--- src/rtl/flcmd_pkg.sv ---
package flcmd_pkg;
    typedef enum logic [1:0] {
        MODE_ARRAY = 2'd0, MODE_ID = 2'd1, MODE_QUERY = 2'd2, MODE_STATUS = 2'd3
    } rmode_e;

    typedef enum logic [2:0] {
        ST_IDLE, ST_ERASE, ST_CHIP, ST_PROG, ST_LOCK, ST_OTP
    } cstate_e;

    typedef enum logic [3:0] {
        K_NONE, K_RD_ARRAY, K_RD_ID, K_RD_QRY, K_RD_STAT, K_CLR, K_SUSP, K_CONF,
        K_S_ERASE, K_S_CHIP, K_S_PROG, K_S_LOCK, K_S_OTP, K_LK_SET, K_LK_DOWN
    } code_e;

    typedef enum logic [1:0] {
        SOP_BLK_ERASE = 2'd0, SOP_CHIP_ERASE = 2'd1, SOP_PROGRAM = 2'd2, SOP_OTP = 2'd3
    } seqop_e;

    typedef enum logic [1:0] {
        LOP_SET = 2'd0, LOP_CLEAR = 2'd1, LOP_DOWN = 2'd2
    } lockop_e;

    typedef enum logic [2:0] {
        SRC_ARRAY = 3'd0, SRC_STATUS = 3'd1, SRC_QUERY = 3'd2,
        SRC_CONST = 3'd3, SRC_OTP = 3'd4, SRC_LOCK = 3'd5
    } rsrc_e;
endpackage

--- src/rtl/cmd_classify.sv ---
module cmd_classify
    import flcmd_pkg::*;
(
    input  logic [7:0] code,
    output code_e      kind
);
    always_comb begin
        case (code)
            8'hFF:        kind = K_RD_ARRAY;
            8'h90:        kind = K_RD_ID;
            8'h98:        kind = K_RD_QRY;
            8'h70:        kind = K_RD_STAT;
            8'h50:        kind = K_CLR;
            8'hB0:        kind = K_SUSP;
            8'hD0:        kind = K_CONF;
            8'h20:        kind = K_S_ERASE;
            8'h30:        kind = K_S_CHIP;
            8'h40, 8'h10: kind = K_S_PROG;
            8'h60:        kind = K_S_LOCK;
            8'hC0:        kind = K_S_OTP;
            8'h01:        kind = K_LK_SET;
            8'h2F:        kind = K_LK_DOWN;
            default:      kind = K_NONE;
        endcase
    end
endmodule

--- src/rtl/cui_core.sv ---
module cui_core
    import flcmd_pkg::*;
#(
    parameter int AW     = 20,
    parameter int DW     = 16,
    parameter int OTP_LO = 'h80,
    parameter int OTP_HI = 'h88
) (
    input  logic          clk,
    input  logic          rst_n,
    input  logic          wr_en,
    input  logic [AW-1:0] wr_addr,
    input  logic [DW-1:0] wr_data,
    input  code_e         kind,
    output rmode_e        mode,
    output logic [1:0]    err,
    output logic          seq_req,
    output seqop_e        seq_op,
    output logic          lock_req,
    output lockop_e       lock_op,
    output logic [AW-1:0] op_addr,
    output logic [DW-1:0] op_data,
    output logic          susp_req,
    output logic          resume_req,
    output logic          clr_req
);
    typedef struct packed {
        cstate_e       state;
        logic [AW-1:0] addr_lat;
        rmode_e        mode;
        logic [1:0]    err;
        logic          seq_req;
        seqop_e        seq_op;
        logic          lock_req;
        lockop_e       lock_op;
        logic [AW-1:0] op_addr;
        logic [DW-1:0] op_data;
        logic          susp;
        logic          resume;
        logic          clr;
    } regs_t;

    localparam regs_t RESET_VAL = '{
        state: ST_IDLE, addr_lat: '0, mode: MODE_ARRAY, err: 2'b00,
        seq_req: 1'b0, seq_op: SOP_BLK_ERASE, lock_req: 1'b0, lock_op: LOP_SET,
        op_addr: '0, op_data: '0, susp: 1'b0, resume: 1'b0, clr: 1'b0};

    regs_t r_d, r_q;
    logic  same_addr, in_otp, good, is_seq;
    seqop_e  sop;
    lockop_e lop;

    assign same_addr = (wr_addr == r_q.addr_lat);
    assign in_otp    = (int'(r_q.addr_lat) >= OTP_LO) && (int'(r_q.addr_lat) <= OTP_HI);

    always_comb begin
        r_d          = r_q;
        r_d.seq_req  = 1'b0;
        r_d.lock_req = 1'b0;
        r_d.susp     = 1'b0;
        r_d.resume   = 1'b0;
        r_d.clr      = 1'b0;
        good         = 1'b0;
        is_seq       = 1'b1;
        sop          = SOP_BLK_ERASE;
        lop          = LOP_SET;
        if (wr_en) begin
            if (r_q.state == ST_IDLE) begin
                r_d.addr_lat = wr_addr;
                case (kind)
                    K_RD_ARRAY: r_d.mode = MODE_ARRAY;
                    K_RD_ID:    r_d.mode = MODE_ID;
                    K_RD_QRY:   r_d.mode = MODE_QUERY;
                    K_RD_STAT:  r_d.mode = MODE_STATUS;
                    K_CLR:      begin r_d.clr = 1'b1; r_d.err = 2'b00; end
                    K_SUSP:     r_d.susp = 1'b1;
                    K_CONF:     begin r_d.resume = 1'b1; r_d.mode = MODE_STATUS; end
                    K_S_ERASE:  r_d.state = ST_ERASE;
                    K_S_CHIP:   r_d.state = ST_CHIP;
                    K_S_PROG:   r_d.state = ST_PROG;
                    K_S_LOCK:   r_d.state = ST_LOCK;
                    K_S_OTP:    r_d.state = ST_OTP;
                    default:    r_d.addr_lat = r_q.addr_lat;
                endcase
            end else begin
                r_d.state = ST_IDLE;
                case (r_q.state)
                    ST_ERASE: begin good = same_addr && (kind == K_CONF); sop = SOP_BLK_ERASE; end
                    ST_CHIP:  begin good = same_addr && (kind == K_CONF); sop = SOP_CHIP_ERASE; end
                    ST_PROG:  begin good = same_addr; sop = SOP_PROGRAM; end
                    ST_OTP:   begin good = same_addr && in_otp; sop = SOP_OTP; end
                    default: begin
                        is_seq = 1'b0;
                        good   = same_addr && (kind inside {K_LK_SET, K_CONF, K_LK_DOWN});
                        lop    = (kind == K_LK_SET) ? LOP_SET :
                                 (kind == K_CONF)   ? LOP_CLEAR : LOP_DOWN;
                    end
                endcase
                if (!good) begin
                    r_d.err  = 2'b11;
                    r_d.mode = MODE_STATUS;
                end else begin
                    r_d.op_addr = r_q.addr_lat;
                    r_d.op_data = wr_data;
                    if (is_seq) begin
                        r_d.seq_req = 1'b1;
                        r_d.seq_op  = sop;
                        r_d.mode    = MODE_STATUS;
                    end else begin
                        r_d.lock_req = 1'b1;
                        r_d.lock_op  = lop;
                    end
                end
            end
        end
    end

    always_ff @(posedge clk or negedge rst_n) begin
        if (!rst_n) r_q <= RESET_VAL;
        else        r_q <= r_d;
    end

    assign mode       = r_q.mode;
    assign err        = r_q.err;
    assign seq_req    = r_q.seq_req;
    assign seq_op     = r_q.seq_op;
    assign lock_req   = r_q.lock_req;
    assign lock_op    = r_q.lock_op;
    assign op_addr    = r_q.op_addr;
    assign op_data    = r_q.op_data;
    assign susp_req   = r_q.susp;
    assign resume_req = r_q.resume;
    assign clr_req    = r_q.clr;


    seq_to_status_chk: assert property (@(posedge clk) disable iff (!rst_n)
        seq_req |-> mode == MODE_STATUS);

    lock_mode_keep_chk: assert property (@(posedge clk) disable iff (!rst_n)
        lock_req |-> mode == $past(mode));

    susp_mode_keep_chk: assert property (@(posedge clk) disable iff (!rst_n)
        susp_req |-> mode == $past(mode));

    err_pair_chk: assert property (@(posedge clk) disable iff (!rst_n)
        (err == 2'b00) || (err == 2'b11));

    single_pulse_chk: assert property (@(posedge clk) disable iff (!rst_n)
        $onehot0({seq_req, lock_req, susp_req, resume_req, clr_req}));

    err_rise_status_chk: assert property (@(posedge clk) disable iff (!rst_n)
        $rose(err[0]) |-> mode == MODE_STATUS && !seq_req && !lock_req);
endmodule

--- src/rtl/rd_steer.sv ---
module rd_steer
    import flcmd_pkg::*;
#(
    parameter int          AW         = 20,
    parameter int          DW         = 16,
    parameter logic [15:0] MFR_CODE   = 16'h00B0,
    parameter logic [15:0] DEV_CODE   = 16'h00A4,
    parameter int          OTP_LO     = 'h80,
    parameter int          OTP_HI     = 'h88,
    parameter int          PARAM_BASE = 'hF8000,
    parameter int          MID_BASE   = 'hF0000,
    parameter int          PARAM_BITS = 12,
    parameter int          MID_BITS   = 15,
    parameter int          MAIN_BITS  = 16
) (
    input  rmode_e        mode,
    input  logic [AW-1:0] rd_addr,
    output rsrc_e         src,
    output logic [DW-1:0] cword
);
    localparam int LOCK_OFS = 2;
    logic is_lock_word;
    int   a;

    always_comb begin
        a = int'(rd_addr);
        if (a >= PARAM_BASE)    is_lock_word = rd_addr[PARAM_BITS-1:0] == PARAM_BITS'(LOCK_OFS);
        else if (a >= MID_BASE) is_lock_word = rd_addr[MID_BITS-1:0]   == MID_BITS'(LOCK_OFS);
        else                    is_lock_word = rd_addr[MAIN_BITS-1:0]  == MAIN_BITS'(LOCK_OFS);
    end

    always_comb begin
        cword = '0;
        case (mode)
            MODE_ARRAY:  src = SRC_ARRAY;
            MODE_STATUS: src = SRC_STATUS;
            MODE_QUERY:  src = SRC_QUERY;
            default: begin
                if (a == 0) begin
                    src = SRC_CONST; cword = DW'(MFR_CODE);
                end else if (a == 1) begin
                    src = SRC_CONST; cword = DW'(DEV_CODE);
                end else if (a >= OTP_LO && a <= OTP_HI) begin
                    src = SRC_OTP;
                end else if (is_lock_word) begin
                    src = SRC_LOCK;
                end else begin
                    src = SRC_CONST;
                end
            end
        endcase
    end
endmodule

--- src/rtl/flash_cmd_ui.sv ---
module flash_cmd_ui
    import flcmd_pkg::*;
#(
    parameter int AW = 20,
    parameter int DW = 16
) (
    input  logic          clk,
    input  logic          rst_n,
    input  logic          wr_en,
    input  logic [AW-1:0] wr_addr,
    input  logic [DW-1:0] wr_data,
    input  logic [AW-1:0] rd_addr,
    output logic [1:0]    rd_mode,
    output logic [2:0]    rd_src,
    output logic [DW-1:0] rd_const,
    output logic          seq_req,
    output logic [1:0]    seq_op,
    output logic          lock_req,
    output logic [1:0]    lock_op,
    output logic [AW-1:0] op_addr,
    output logic [DW-1:0] op_data,
    output logic          susp_req,
    output logic          resume_req,
    output logic          clr_req,
    output logic [1:0]    err_flags
);
    code_e   kind;
    rmode_e  mode;
    seqop_e  sop;
    lockop_e lop;
    rsrc_e   src;

    cmd_classify u_cls (.code(wr_data[7:0]), .kind(kind));

    cui_core #(.AW(AW), .DW(DW)) u_core (
        .clk(clk), .rst_n(rst_n), .wr_en(wr_en), .wr_addr(wr_addr), .wr_data(wr_data),
        .kind(kind), .mode(mode), .err(err_flags), .seq_req(seq_req), .seq_op(sop),
        .lock_req(lock_req), .lock_op(lop), .op_addr(op_addr), .op_data(op_data),
        .susp_req(susp_req), .resume_req(resume_req), .clr_req(clr_req));

    rd_steer #(.AW(AW), .DW(DW)) u_steer (
        .mode(mode), .rd_addr(rd_addr), .src(src), .cword(rd_const));

    assign rd_mode = mode;
    assign seq_op  = sop;
    assign lock_op = lop;
    assign rd_src  = src;


    lock_src_mode_chk: assert property (@(posedge clk) disable iff (!rst_n)
        (src == SRC_LOCK || src == SRC_OTP) |-> mode == MODE_ID);
endmodule

--- config.mk ---
export PLATFORM = sky130hd
export DESIGN_NAME = flash_cmd_ui
export DESIGN_NICKNAME = d
export VERILOG_FILES = /design/src/rtl/flcmd_pkg.sv /design/src/rtl/cmd_classify.sv /design/src/rtl/cui_core.sv /design/src/rtl/rd_steer.sv /design/src/rtl/flash_cmd_ui.sv
export SDC_FILE = /design/constraint.sdc
export NUM_CORES = 1
export LEC_CHECK = 0
export BUFFER_PORTS_ARGS = -buffer_cell sky130_fd_sc_hd__buf_2
export CAP_MARGIN = 20
export CORE_ASPECT_RATIO = 1.25
export CORE_MARGIN = 1
export CORE_UTILIZATION = 40
export DETAILED_ROUTE_END_ITERATION = 7
export PLACE_DENSITY = 0.65
export SYNTH_ARGS = -nofsm -noshare
export SYNTH_HDL_FRONTEND = slang
export SYNTH_HIERARCHICAL = 1
export SYNTH_SLANG_ARGS = --single-unit
--- constraint.sdc ---
create_clock -name clk -period 2.4 [get_ports clk]
set_input_delay 0.48 -clock clk [delete_from_list [all_inputs] [get_ports clk]]
set_output_delay 0.48 -clock clk [all_outputs]
set_load 0.05 [all_outputs]
# --- Word-level counts from Yosys, hierarchy flattened ---
# Cells that the tools add are included.
op_classes:
  addsub: 0
  n_mul: 0
  n_div: 0
  order_cmp: 6
  eq_ne: 45
  n_shift: 0
  muxes: 38
  n_bitwise: 2
  n_reduce_logical: 22
ops:
  columns: ["cell", "n"]
  rows:
  - ["$mux W42", 2]
  - ["$pmux W4 S14", 1]
  - ["$eq A8 B8 Y1 const B", 6]
  - ["$mux W45", 1]
  - ["$ge A20 B20 Y1 const B", 2]
  - ["$ge A20 B8 Y1 const B", 2]
  - ["$le A20 B8 Y1 const B", 2]
  - ["$eq A8 B7 Y1 const B", 4]
  - ["$logic_not A32 Y1", 1]
  - ["$mux W16", 2]
  - ["$eq A4 B4 Y1 const B", 7]
  - ["$eq A8 B6 Y1 const B", 3]
  - ["$mux W3", 8]
  - ["$eq A20 B2 Y1 const B", 1]
  - ["$eq A20 B20 Y1", 1]
  - ["$eq A16 B2 Y1 const B", 1]
  - ["$eq A4 B3 Y1 const B", 4]
  - ["$eq A15 B2 Y1 const B", 1]
  - ["$pmux W3 S5", 1]
  - ["$mux W2", 7]
  - ["$eq A12 B2 Y1 const B", 1]
  - ["$reduce_and A3 Y1", 4]
  - ["$reduce_or A12 Y1", 1]
  - ["$mux W1", 10]
  - ["other kinds (29)", 40]
totals:
  ff_bits: 72
  latchBits: 0
  ram_bits: 0
  romBits: 0
  input_bits: 59
  output_inout_bits: 68
  elab_cells: 126
  memories: 0

# --- Longest topological paths before layout ---
depth:
  depth_word: 12
  depth_mapped: 12
  mapped_depth_nobuf: 9

# --- Modules after synthesis ---
# Netlist, hierarchy kept.
modules_own_cells:
  columns: ["module", "n_inst", "cells_each", "area_each_um2"]
  rows:
  - ["cui_core", 1, 288, 3707.3]
  - ["cmd_classify", 1, 41, 299.0]
  - ["rd_steer", 1, 37, 297.8]

# --- Least setup slack after synthesis ---
# OpenSTA, ideal clock, no wires.
synth_timing:
  path_type: "in2reg"
  start: "input wr_data[4]"
  end: "register u_core.r_q (netlist bit u_core/op_addr[0])"
  t_arrival_ns: 2.545
  required_time_ns: 2.275
  setup_slack_ns: -0.270
  path_stages: 10
  n_path_buf: 3
  path_cell_list: "buf_2 nor4b_2 o21ai_1 o21ai_1 clkbuf_1 o211ai_1 o22ai_2 o2111ai_4 buf_6 mux2_4"
synth_via:
  elab_chain_cells: 10
  word_cells_on_any_way: 27
  classes_between: "eq/ne (18); mux (4); reduce/logical (5)"
synth_lines:
  columns: ["item", "line_no", "source"]
  rows:
  - ["from (decl)", "flash_cmd_ui.sv:11", "input logic [DW-1:0] wr_data,"]
  - ["$eq A8 B7 Y1 or $eq A8 B5 Y1 (tied branches)", "cmd_classify.sv:8", "case (code)"]
  - ["$reduce_or A2 Y1", "cmd_classify.sv:8", null]
  - ["$pmux W4 S14 (*)", "cmd_classify.sv:8", null]
  - ["via kind[2]", "flash_cmd_ui.sv:27", "code_e kind;"]
  - ["$eq A4 B4 Y1 or $eq A4 B3 Y1 (tied branches)", "cui_core.sv:94, cui_core.sv:88, cui_core.sv:89", null]
  - ["$reduce_bool A3 Y1", "cui_core.sv:94", "good = same_addr && (kind inside {K_LK_SET, K_CONF, K_LK_DOWN});"]
  - ["$logic_and A1 B1 Y1", "cui_core.sv:94", null]
  - ["$pmux W1 S3 (*)", "cui_core.sv:87", "case (r_q.state)"]
  - ["$mux W1 (*)", "cui_core.sv:68", "if (r_q.state == ST_IDLE) begin"]
  - ["$mux W1 (*)", "cui_core.sv:67", "if (wr_en) begin"]
  - ["$reduce_and A3 Y1 (no line) (*)", null, null]
  - ["to (signal assigned)", "cui_core.sv:120", "else r_q <= r_d;"]
  - ["to (decl)", "cui_core.sv:48", "regs_t r_d, r_q;"]
# Mark *: on every way through the listed nets, which the timed path passes. The rest lies on a longest branch. The select of a mux whose other input is x is not followed.
# A chain may end at the register's enable or synchronous reset.

# --- Final worst setup path ---
layout_timing:
  start: "input wr_data[1]"
  end: "register u_core.r_q (netlist bit u_core/op_data[5])"
# The elaborated chain is that of the path after synthesis.

==> reports/qor.yml <==
placement:
  dp_hpwl_um: 6760
  numPortBuffers: 114
  pre_cts_ws_ps: -595
  dpl-instance-area_mm2: 0.00485
  routabilityCongestion: 0.837
route:
  drt_pass1_iterations: 4
  vias_per_cell: 5.04
  avgRoutedWirePerCell_um: 16.7
  vias: 3079
  antenna_left: 0
  wirelength_um: 10200
  route.detailed.drc: 0
  drtIter0Drc: 76
grt:
  grt_max_degree: 72
  groute.usage.overall_pct: 17.6
  grt_pass1_vias: 3055
  grt-ovfl-total: 0
  antenna_found_initial: 0
  grt_pass1_wl_um: 15100
critical_path:
  cp-start-kind: "input port"
  crit_fanout: 9
  crit_path_max_incr_delay_ps: 420
  cp-end-kind: "register"
  crit_top_cell: "mux2_4"
  path_cells: "buf_6 -> buf_4 -> nor4_2 -> o21ai_4 -> o21ai_2 -> xnor2_1 -> mux2_4 -> o22ai_4 -> o2111ai_4 -> buf_12 -> clkbuf_16 -> mux2_4"
  reg2regPathDepth: 7
  crit_path_top_delay_cell: "nor4_2"
  crit_arrival_ps: 2760
  path_class: "in2reg"
  cp.required_ps: 2620
floorplanning:
  core_area_mm2: 0.0105
  initial_core_util_pct: 41.0
  fp.dieH_um: 118
  die_width_um: 94.8
  row_count: 42
  die_area_mm2: 0.0112
  io_pins: 127
cells_and_area:
  antenna_cells: 0
  final_common_cell: "buf_2"
  fin_area_mm2: 0.00565
  final_cell_mix: "buf_2, dfrtp_1, mux2_4"
  nNetsFinal: 533
  area_delta_synth_final_pct: 31.3
  drive_above_1_share_pct: 54.9
  fillers: 916
power:
  clkPwrFrac_pct: 35.2
  p_sw_share_pct: 31.5
  switchingPower_mw: 1.15
  p_leak_nw: 2.93
  combPwrFrac_pct: 22.6
  ir_worst_vdd_mv: 0.291
  pwr-share-seq_pct: 42.2
  power_mw: 3.65
  internal-power_mw: 2.50
  power_density_mw_per_mm2: 645
synthesis:
  synth_flop_cell: "dfrtp_1"
  synth_area_mm2: 0.00430
  syn_avg_cell_area_um2: 11.8
  ys_ff_latch: 71
  seq_area_frac_synth_pct: 41.3
  syn-instance-count: 366
  synth.distinct_cells: 62
  synth-edff-count: 0
  yosysWarnings: 6
  async_reset_ff_share_pct: 100
timing:
  grt_setup_unrepaired: "true"
  layout_min_cycle_time_ps: 2540
  timing.final.ws_setup_ps: -142
  finClkSkew_ps: 6.51
  drv_slew: 0
  finalSetupViolations: 60
  finalHoldViolCount: 0
  max_freq_mhz: 393
  fin_hold_ws_ps: 156
  period_share_pct: 106
clock_network:
  htreeDepth: 3
  cts_root_buf: "clkbuf_16"
  path_clk_slew_ps: 60
  cts_buffer_depth: 2
  clk_latency_ps: 330
  cts_tree: "yes"
  cts.sinks: 71
  cts_buffers: 9
outcome:
  status: "finished, violations left"
  violations: "setup timing"
flow_run:
  maxCapViolCount: 0
min_path:
  hold_class: "in2async"
layout make-up:
class	instances	area, um2	share of cell area, %
well taps	132	165	2.92
multi-input cells	224	2180	38.6
repair buffers	159	1200	21.3
clock buffers	9	225	3.98
clock inverters	7	65.1	1.15
flip-flops and latches	71	1780	31.4
inverters	9	33.8	0.598
power by group through the flow:
stage	Sequential, mW	Clock [mW]	Combinational [mW]
global route	1.56	1.38	0.883
detailed placement	1.55	0	0.685
CTS	1.53	1.32	0.704
floorplan	1.48	0	0.529
global placement	1.54	0	0.677
finish	1.54	1.28	0.823
cell usage after synthesis (3+ instances only):
library cell,instances,share of area (%)
nand3_1,7,0.81
nor4b_1,3,0.61
nor3_1,7,0.81
nand2_1,10,0.87
nand4_1,7,1.0
inv_1,9,0.78
mux2_2,23,6.0
nand2b_1,5,0.73
nand3b_1,3,0.52
nor4_1,4,0.58
buf_2,5,0.58
xnor2_1,23,4.7
dfrtp_1,71,41
buf_6,8,2.1
nor2b_1,7,1.0
o31ai_1,3,0.52
nor2_1,12,1.0
mux2_4,36,13
o21ai_0,5,0.58
o211ai_1,3,0.52
buf_4,58,10
a21oi_1,5,0.58
o21ai_1,3,0.35
path summary, 6_finish.rpt:
check | start | end | slack (ps)
setup / recovery | wr_data[1] | u_core/op_data[5] | -140
hold / removal | rst_n | u_core/op_addr[7] | 160
setup reg to reg | u_core/r_q[49] | u_core/op_data[5] | 180
hold reg to reg | u_core/op_data[11] | u_core/op_data[11] | 500
max in group asynchronous | rst_n | u_core/op_data[11] | 1940
min in group clk | wr_data[15] | u_core/op_data[15] | 370
timing repair:
item	CTS	global route
hold buffers	0	0
gates resized for setup	25	37
setup buffers	3	1
cloned	2	7
setup endpoints to repair	60	65
pin swaps	0	5
registers in the layout, indices dropped and copies added (netlist names):
signal / cells
u_core/r_q: 23
u_core/clr_req: 1
u_core/resume_req: 1
u_core/lock_req: 1
u_core/lock_op: 2
u_core/susp_req: 1
u_core/op_data: 16
u_core/seq_op: 2
u_core/seq_req: 1
u_core/mode: 2
u_core/op_addr: 20
u_core/err: 1
cell families after synthesis:
family | Yosys count | share of synthesized area (%)
and+or+nand+nor | 89 | 13.8
DFF | 71 | 41.3
AOI/OAI and AO/OA | 38 | 7.15
muxes | 60 | 18.8
other | 1 | 0.0871
buffers and inverters | 82 | 13.8
adders and majority gates | 1 | 0.262
xor gates and xnor gates | 24 | 4.88
per-layer routing:
metal / vias to the layer above / wire length, um / track usage [%]
met2: 76 / 5470 / 30.1
met3: 8 / 413 / 4.07
met1: 1541 / 4190 / 21.6
li1: 1454 / - / -
met5: - / 0 / 0
met4: 0 / 120 / 5.59
worst max-delay path: cells and delay by family:
kind / cells / cell delay (ps)
xor gates and xnor gates: 1 / 110
muxes: 2 / 580
buffers and inverters: 4 / 600
and+or+nand+nor: 1 / 420
AOI/OAI and AO/OA: 4 / 570
through the flow:
stage               instances  utilization, %  setup TNS, ps
finish                    611            53.8          -5220
detailed placement        582            46.1         -32970
floorplan                 377               -          -8190
global placement          582            46.1         -30870
global route              611            53.8          -9980
CTS                       603            50.7          -3560
Note: power is estimated with default switching activity, not from simulation.
